$ cat src/rtl/exc_entry_pkg.sv
package exc_entry_pkg;

    localparam int XLEN       = 32;
    localparam int CAUSE_W    = 4;
    localparam int WORD_BYTES = XLEN / 8;

    typedef logic [XLEN-1:0]    word_t;
    typedef logic [CAUSE_W-1:0] cause_t;

    // Cause codes; the numeric value positions the handler vector.
    typedef enum logic [CAUSE_W-1:0] {
        CAUSE_NONE     = 4'd0,
        CAUSE_RESET    = 4'd1,
        CAUSE_BUSERR   = 4'd2,
        CAUSE_DPAGE    = 4'd3,
        CAUSE_IPAGE    = 4'd4,
        CAUSE_TICK     = 4'd5,
        CAUSE_ALIGN    = 4'd6,
        CAUSE_ILLEGAL  = 4'd7,
        CAUSE_EXTINT   = 4'd8,
        CAUSE_DTLB     = 4'd9,
        CAUSE_ITLB     = 4'd10,
        CAUSE_RANGE    = 4'd11,
        CAUSE_SYSCALL  = 4'd12,
        CAUSE_FPU      = 4'd13,
        CAUSE_TRAP     = 4'd14
    } cause_e;

    // Status word bit positions.
    localparam int SR_SUPER   = 0;
    localparam int SR_TICK_EN = 1;
    localparam int SR_IRQ_EN  = 2;
    localparam int SR_DMMU_EN = 5;
    localparam int SR_IMMU_EN = 6;
    localparam int SR_IN_DSL  = 13;
    localparam int SR_HIVEC   = 14;

    // Power-management word bit positions.
    localparam int PW_DOZE    = 4;
    localparam int PW_SLEEP   = 5;

    // Everything written on one entry edge.
    typedef struct packed {
        word_t  ret_pc;
        logic   fault_we;
        word_t  fault_addr;
        word_t  saved_sr;
        word_t  sr;
        word_t  pwr;
        word_t  vec;
        logic   dslot;
    } entry_upd_t;

    function automatic logic cause_in_range(input cause_t c, input int n_cause);
        return (c != CAUSE_NONE) && (int'(c) < n_cause);
    endfunction

    function automatic word_t bit_mask(input int pos);
        return word_t'(1) << pos;
    endfunction

endpackage

$ cat src/rtl/exc_source_arb.sv
module exc_source_arb
    import exc_entry_pkg::*;
#(
    parameter int N_CAUSE = 15
) (
    input  logic   busy_i,
    input  logic   entry_i,
    input  cause_t cause_i,
    input  logic   ext_irq_i,
    input  logic   tick_irq_i,
    input  logic   irq_en_i,
    input  logic   tick_en_i,
    output logic   take_o,
    output logic   abort_o,
    output cause_t cause_o
);

    logic tick_ok;
    logic ext_ok;

    assign tick_ok = tick_irq_i && tick_en_i;
    assign ext_ok  = ext_irq_i  && irq_en_i;

    always_comb begin
        take_o  = 1'b0;
        abort_o = 1'b0;
        cause_o = cause_i;
        if (!busy_i) begin
            if (entry_i) begin
                if (cause_in_range(cause_i, N_CAUSE)) begin
                    take_o = 1'b1;
                end else begin
                    abort_o = 1'b1;
                end
            end else if (tick_ok) begin
                take_o  = 1'b1;
                cause_o = CAUSE_TICK;
            end else if (ext_ok) begin
                take_o  = 1'b1;
                cause_o = CAUSE_EXTINT;
            end
        end
    end

endmodule

$ cat src/rtl/exc_vector_gen.sv
module exc_vector_gen
    import exc_entry_pkg::*;
#(
    parameter int    VEC_SHIFT = 8,
    parameter word_t HIGH_VEC  = 32'hF000_0000
) (
    input  cause_t cause_i,
    input  logic   base_en_i,
    input  word_t  base_i,
    input  logic   high_i,
    output word_t  vec_o
);

    word_t offset;

    assign offset = word_t'(cause_i) << VEC_SHIFT;

    always_comb begin
        vec_o = offset;
        if (base_en_i) begin
            vec_o = vec_o | base_i;
        end
        if (high_i) begin
            vec_o = vec_o | HIGH_VEC;
        end
    end

endmodule

$ cat src/rtl/exc_status_rewrite.sv
module exc_status_rewrite
    import exc_entry_pkg::*;
(
    input  word_t  sr_i,
    input  word_t  pwr_i,
    input  logic   dslot_i,
    output word_t  sr_o,
    output word_t  pwr_o
);

    localparam word_t SR_CLR = bit_mask(SR_TICK_EN) | bit_mask(SR_IRQ_EN)
                             | bit_mask(SR_DMMU_EN) | bit_mask(SR_IMMU_EN)
                             | bit_mask(SR_IN_DSL);
    localparam word_t PW_CLR = bit_mask(PW_DOZE) | bit_mask(PW_SLEEP);

    always_comb begin
        sr_o = (sr_i & ~SR_CLR) | bit_mask(SR_SUPER);
        if (dslot_i) begin
            sr_o = sr_o | bit_mask(SR_IN_DSL);
        end
        pwr_o = pwr_i & ~PW_CLR;
    end

endmodule

$ cat src/rtl/exc_save_regs.sv
module exc_save_regs
    import exc_entry_pkg::*;
(
    input  logic       clk,
    input  logic       rst,
    input  logic       take_i,
    input  logic       abort_i,
    input  entry_upd_t upd_i,
    output logic       ack_o,
    output logic       abort_o,
    output word_t      ret_pc_o,
    output word_t      fault_addr_o,
    output word_t      saved_sr_o,
    output word_t      sr_o,
    output word_t      pwr_o,
    output word_t      pc_o,
    output word_t      resv_o,
    output logic       dslot_clr_o
);

    always_ff @(posedge clk) begin
        if (rst) begin
            ack_o        <= 1'b0;
            abort_o      <= 1'b0;
            ret_pc_o     <= '0;
            fault_addr_o <= '0;
            saved_sr_o   <= '0;
            sr_o         <= '0;
            pwr_o        <= '0;
            pc_o         <= '0;
            resv_o       <= '0;
            dslot_clr_o  <= 1'b0;
        end else begin
            ack_o       <= take_i;
            abort_o     <= abort_i;
            dslot_clr_o <= take_i && upd_i.dslot;
            if (take_i) begin
                ret_pc_o   <= upd_i.ret_pc;
                saved_sr_o <= upd_i.saved_sr;
                sr_o       <= upd_i.sr;
                pwr_o      <= upd_i.pwr;
                pc_o       <= upd_i.vec;
                resv_o     <= '1;
                if (upd_i.fault_we) begin
                    fault_addr_o <= upd_i.fault_addr;
                end
            end
        end
    end

endmodule

$ cat src/rtl/exc_entry_ctrl.sv
module exc_entry_ctrl
    import exc_entry_pkg::*;
#(
    parameter int    N_CAUSE   = 15,
    parameter int    VEC_SHIFT = 8,
    parameter word_t HIGH_VEC  = 32'hF000_0000
) (
    input  logic                clk,
    input  logic                rst,
    input  logic                entry_i,
    input  logic [CAUSE_W-1:0]  cause_i,
    input  logic [XLEN-1:0]     pc_i,
    input  logic [XLEN-1:0]     sr_i,
    input  logic                dslot_i,
    input  logic [XLEN-1:0]     pwr_i,
    input  logic                vec_base_en_i,
    input  logic [XLEN-1:0]     vec_base_i,
    input  logic                ext_irq_i,
    input  logic                tick_irq_i,
    output logic                ack_o,
    output logic                abort_o,
    output logic [XLEN-1:0]     ret_pc_o,
    output logic [XLEN-1:0]     fault_addr_o,
    output logic [XLEN-1:0]     saved_sr_o,
    output logic [XLEN-1:0]     sr_o,
    output logic [XLEN-1:0]     pwr_o,
    output logic [XLEN-1:0]     pc_o,
    output logic [XLEN-1:0]     resv_o,
    output logic                dslot_clr_o
);

    localparam word_t STEP = word_t'(WORD_BYTES);

    logic       take;
    logic       abort_req;
    cause_t     sel_cause;
    word_t      vec;
    word_t      new_sr;
    word_t      new_pwr;
    word_t      ret_pc;
    entry_upd_t upd;

    exc_source_arb #(.N_CAUSE(N_CAUSE)) u_arb (
        .busy_i     (ack_o),
        .entry_i    (entry_i),
        .cause_i    (cause_i),
        .ext_irq_i  (ext_irq_i),
        .tick_irq_i (tick_irq_i),
        .irq_en_i   (sr_i[SR_IRQ_EN]),
        .tick_en_i  (sr_i[SR_TICK_EN]),
        .take_o     (take),
        .abort_o    (abort_req),
        .cause_o    (sel_cause)
    );

    exc_vector_gen #(.VEC_SHIFT(VEC_SHIFT), .HIGH_VEC(HIGH_VEC)) u_vec (
        .cause_i   (sel_cause),
        .base_en_i (vec_base_en_i),
        .base_i    (vec_base_i),
        .high_i    (sr_i[SR_HIVEC]),
        .vec_o     (vec)
    );

    exc_status_rewrite u_sr (
        .sr_i    (sr_i),
        .pwr_i   (pwr_i),
        .dslot_i (dslot_i),
        .sr_o    (new_sr),
        .pwr_o   (new_pwr)
    );

    // Return address: one word forward past a system call, one word back
    // to the branch owning a delay slot.
    always_comb begin
        ret_pc = pc_i;
        if (sel_cause == CAUSE_SYSCALL) begin
            ret_pc = ret_pc + STEP;
        end
        if (dslot_i) begin
            ret_pc = ret_pc - STEP;
        end
    end

    always_comb begin
        upd.ret_pc     = ret_pc;
        upd.fault_we   = (sel_cause == CAUSE_ILLEGAL);
        upd.fault_addr = pc_i;
        upd.saved_sr   = sr_i;
        upd.sr         = new_sr;
        upd.pwr        = new_pwr;
        upd.vec        = vec;
        upd.dslot      = dslot_i;
    end

    exc_save_regs u_regs (
        .clk          (clk),
        .rst          (rst),
        .take_i       (take),
        .abort_i      (abort_req),
        .upd_i        (upd),
        .ack_o        (ack_o),
        .abort_o      (abort_o),
        .ret_pc_o     (ret_pc_o),
        .fault_addr_o (fault_addr_o),
        .saved_sr_o   (saved_sr_o),
        .sr_o         (sr_o),
        .pwr_o        (pwr_o),
        .pc_o         (pc_o),
        .resv_o       (resv_o),
        .dslot_clr_o  (dslot_clr_o)
    );

endmodule

$ cat config.mk
export PLATFORM = sky130hd
export DESIGN_NAME = exc_entry_ctrl
export DESIGN_NICKNAME = d
export VERILOG_FILES = /design/src/rtl/exc_entry_pkg.sv /design/src/rtl/exc_source_arb.sv /design/src/rtl/exc_vector_gen.sv /design/src/rtl/exc_status_rewrite.sv /design/src/rtl/exc_save_regs.sv /design/src/rtl/exc_entry_ctrl.sv
export SDC_FILE = /design/constraint.sdc
export NUM_CORES = 1
export LEC_CHECK = 0
export ABC_AREA = 1
export BUFFER_PORTS_ARGS = -buffer_cell sky130_fd_sc_hd__buf_4
export CAP_MARGIN = 20
export CORE_UTILIZATION = 46
export DETAILED_ROUTE_END_ITERATION = 7
export GPL_TIMING_DRIVEN = 0
export PLACE_DENSITY = 0.78
export SLEW_MARGIN = 20
export SYNTH_ARGS = -nofsm -noshare
export SYNTH_HDL_FRONTEND = slang
export SYNTH_HIERARCHICAL = 1
export SYNTH_SLANG_ARGS = --single-unit
$ cat constraint.sdc
create_clock -name clk -period 2.4 [get_ports clk]
set_clock_uncertainty 0.1 [all_clocks]
set_input_delay 0 -clock clk [delete_from_list [all_inputs] [get_ports clk]]
set_output_delay 0 -clock clk [all_outputs]
set_load 0.02 [all_outputs]
==> impl_metrics.toml <==
[layout]
n_fill_cell = 1403
final_cell_mix = "buf_4, nor2_1, nand2_1"
mostFrequentLayoutCell = "buf_4"
area_delta_synth_final_pct = 62.0
layout.cells.non_filler = 2394
layout.nets = 2239
postLayoutCellArea_sq_um = 16500
drive_gt1_share_pct = 36.2

[sta]
slew_headroom_pct = 52.5
finalMaxSlewViolations = 0
fmax_mhz = 326
layout_min_cycle_time_ps = 3060
min_period_over_period_pct = 128
finalHoldViolations = 0
grt_setup_unrepaired = "true"
fin_setup_tns_ps = -12460
worstMarginPinSlew_ps = 713
finalSetupViolCount = 31
setup_slack_ps = -663

[die]
die_height_um = 151
num_rows = 54
ios = 366
die_w_um = 151
start_util_pct = 46.9
die_area_sq_um = 22800
fp.coreArea_sq_um = 21800

[worst_setup_path]
cp-start-kind = "flop"
critPathArrivalTime_ps = 3340
worstSetupPathType = "flop to flop"
worstPathMaxFanout = 4
worst_setup_path_end_kind = "flop"
critPathRequiredTime_ps = 2670

[clock_network]
cts_sinks = 196
clock_path_buffers = 2
clkTransAtPathRegs_ps = 80
cts_tree = "built"
htreeDepth = 4
clock-root-buffer = "clkbuf_16"
cts_buffers = 17
clk_latency_ps = 440

[placement]
dpl_cell_area_sq_um = 13200
dp_cells = 2166
dp_hpwl_um = 25000
place.port_buffers = 333
place.gp.congestion = 0.916
post-place-ws_ps = -534

[global_routing]
grt_usage_pct = 31.4
grt_max_degree = 34
antenna_found_initial = 1
overflow = 0
grt_pass1_vias = 11300
grt_pass1_wl_um = 55700

[yosys]
yosysWarningCount = 6
netlist_area_sq_um = 10200
ys_seq_elements = 196
synthDistinctLibCells = 32
synthCells = 1548
avgSynthCellArea_sq_um = 6.59
ys_seq_area_share_pct = 38.5

[routing]
first_pass_iters = 8
route.detailed.drc = 0
via_per_inst = 5.15
route.vias.total = 12300
wl_um = 41000
drt_iter0_drc = 886
wl_per_cell_um = 17.1
drtAntennaViolNets = 0

[power_and_ir_drop]
powerDensity_nw_per_um2 = 605
total_power_w = 0.00999
vdd_drop_max_mv = 0.399
p_leak_nw = 8.39

[job]
max-cap-violations = 0

[outcome]
violations = "negative setup slack"
status = "finished, violations left"

[worst_hold_path]
hold_class = "input port to flop"
## cell families (layout without fill, tap and decap cells)
| family | after synthesis | after routing | synth area share, % |
|---|---|---|---|
| buffers and inverters | 311 | 869 | 16.5 |
| xor gates and xnor gates | 23 | 23 | 2.05 |
| AOI/OAI and AO/OA | 169 | 169 | 8.31 |
| DFF | 196 | 196 | 38.5 |
| other | 2 | 10 | 0.0736 |
| adders and majority gates | 2 | 2 | 0.245 |
| and+or+nand+nor | 845 | 845 | 34.4 |
## layer usage
layer  vias up  GRT usage [%]  share of wire (%)  wire, um
met2       696           56.7                 50     20500
li1       5755              -                  -         -
met5         -              0                  0         0
met4         0           18.2                5.9      2420
met1      5689           33.0                 36     14600
met3       194           7.83                8.6      3540
## area by class of cell
type | instances | area [sq um] | share of cell area, %
Tap cell | 280 | 350 | 2.12
Clock buffer | 17 | 425 | 2.57
Buffer | 162 | 1310 | 7.94
Inverter | 149 | 577 | 3.49
Clock inverter | 15 | 191 | 1.16
Antenna cell | 3 | 7.51 | 0.0454
Timing Repair Buffer | 526 | 4490 | 27.2
Multi-Input combinational cell | 1046 | 5240 | 31.7
Sequential cell | 196 | 3930 | 23.8
## what timing repair did
item | in CTS | in global routing
setup endpoints to repair | 26 | 195
buffers inserted | 34 | 19
gates resized for setup | 134 | 132
pin swaps | 61 | 68
endpoints found under the hold margin | 160 | 0
gates cloned | 5 | 5
hold buffers | 134 | 0
## final timing paths
| kind | from | cells after the start | slack, ps | to |
|---|---|---|---|---|
| worst max-delay path | u_regs/ack_o | 22 | -660 | u_regs/ret_pc_o[22] |
| worst min-delay path | vec_base_en_i | 6 | 30 | u_regs/pc_o[8] |
| worst max register to register | u_regs/ack_o | 22 | -660 | u_regs/ret_pc_o[22] |
| worst min register to register | u_regs/saved_sr_o[16] | 2 | 400 | u_regs/saved_sr_o[16] |
## registers in the layout, summed over array words and instances, names as in the netlist
name,count
u_regs/dslot_clr_o,1
u_regs/pwr_o,32
u_regs/abort_o,1
u_regs/ret_pc_o,32
u_regs/fault_addr_o,32
u_regs/ack_o,1
u_regs/pc_o,32
u_regs/resv_o,1
u_regs/sr_o,32
u_regs/saved_sr_o,32
## per-stage QoR
step | utilization, % | hold slack, ps
2_1_floorplan | - | -37.3
3_3_place_gp | 60.5 | 122
3_5_place_dp | 60.5 | 124
4_1_cts | 72.8 | 0.0751
5_1_grt | 75.9 | 20.6
6_report | 75.9 | 28.6
## cell usage after synthesis, drive strengths merged
library cell    n  share of area [%]
and2            5               0.31
clkbuf         18               0.76
nor3           14               0.78
nand3b          7               0.52
xor2           19                1.7
a21oi           1              0.049
ha              2               0.25
conb            2              0.074
dfxtp         196                 38
nand3          48                2.6
o21bai          1              0.074
xnor2           4               0.34
nand4          12               0.80
nand2         289                 11
inv           149                5.5
nor2          470                 18
o21ai         167                8.2
buf           144                 10
## worst max-delay path, cell delays in order, from the launching register on
cell,delay (ps)
dfxtp_4,370
inv_2,50
nand4_1,200
buf_4,230
nand2_4,60
nand2_4,60
nor2_4,260
buf_6,140
buf_6,110
nand3_1,100
nand2_1,90
nand2_1,80
nor2_2,160
nand3_2,160
nor2_4,190
nand2_2,90
nor2_4,170
nand2_2,70
nand2_2,60
nand2_2,60
inv_2,40
nor2_1,30
nor2_1,100
## where the power goes
| group | switching (W) | total, W | internal [W] |
|---|---|---|---|
| combinational | 0.00176 | 0.00322 | 0.00146 |
| clock | 0.00157 | 0.00300 | 0.00143 |
| sequential | 0.000200 | 0.00377 | 0.00358 |
Note: power is estimated with default switching activity, not from simulation.
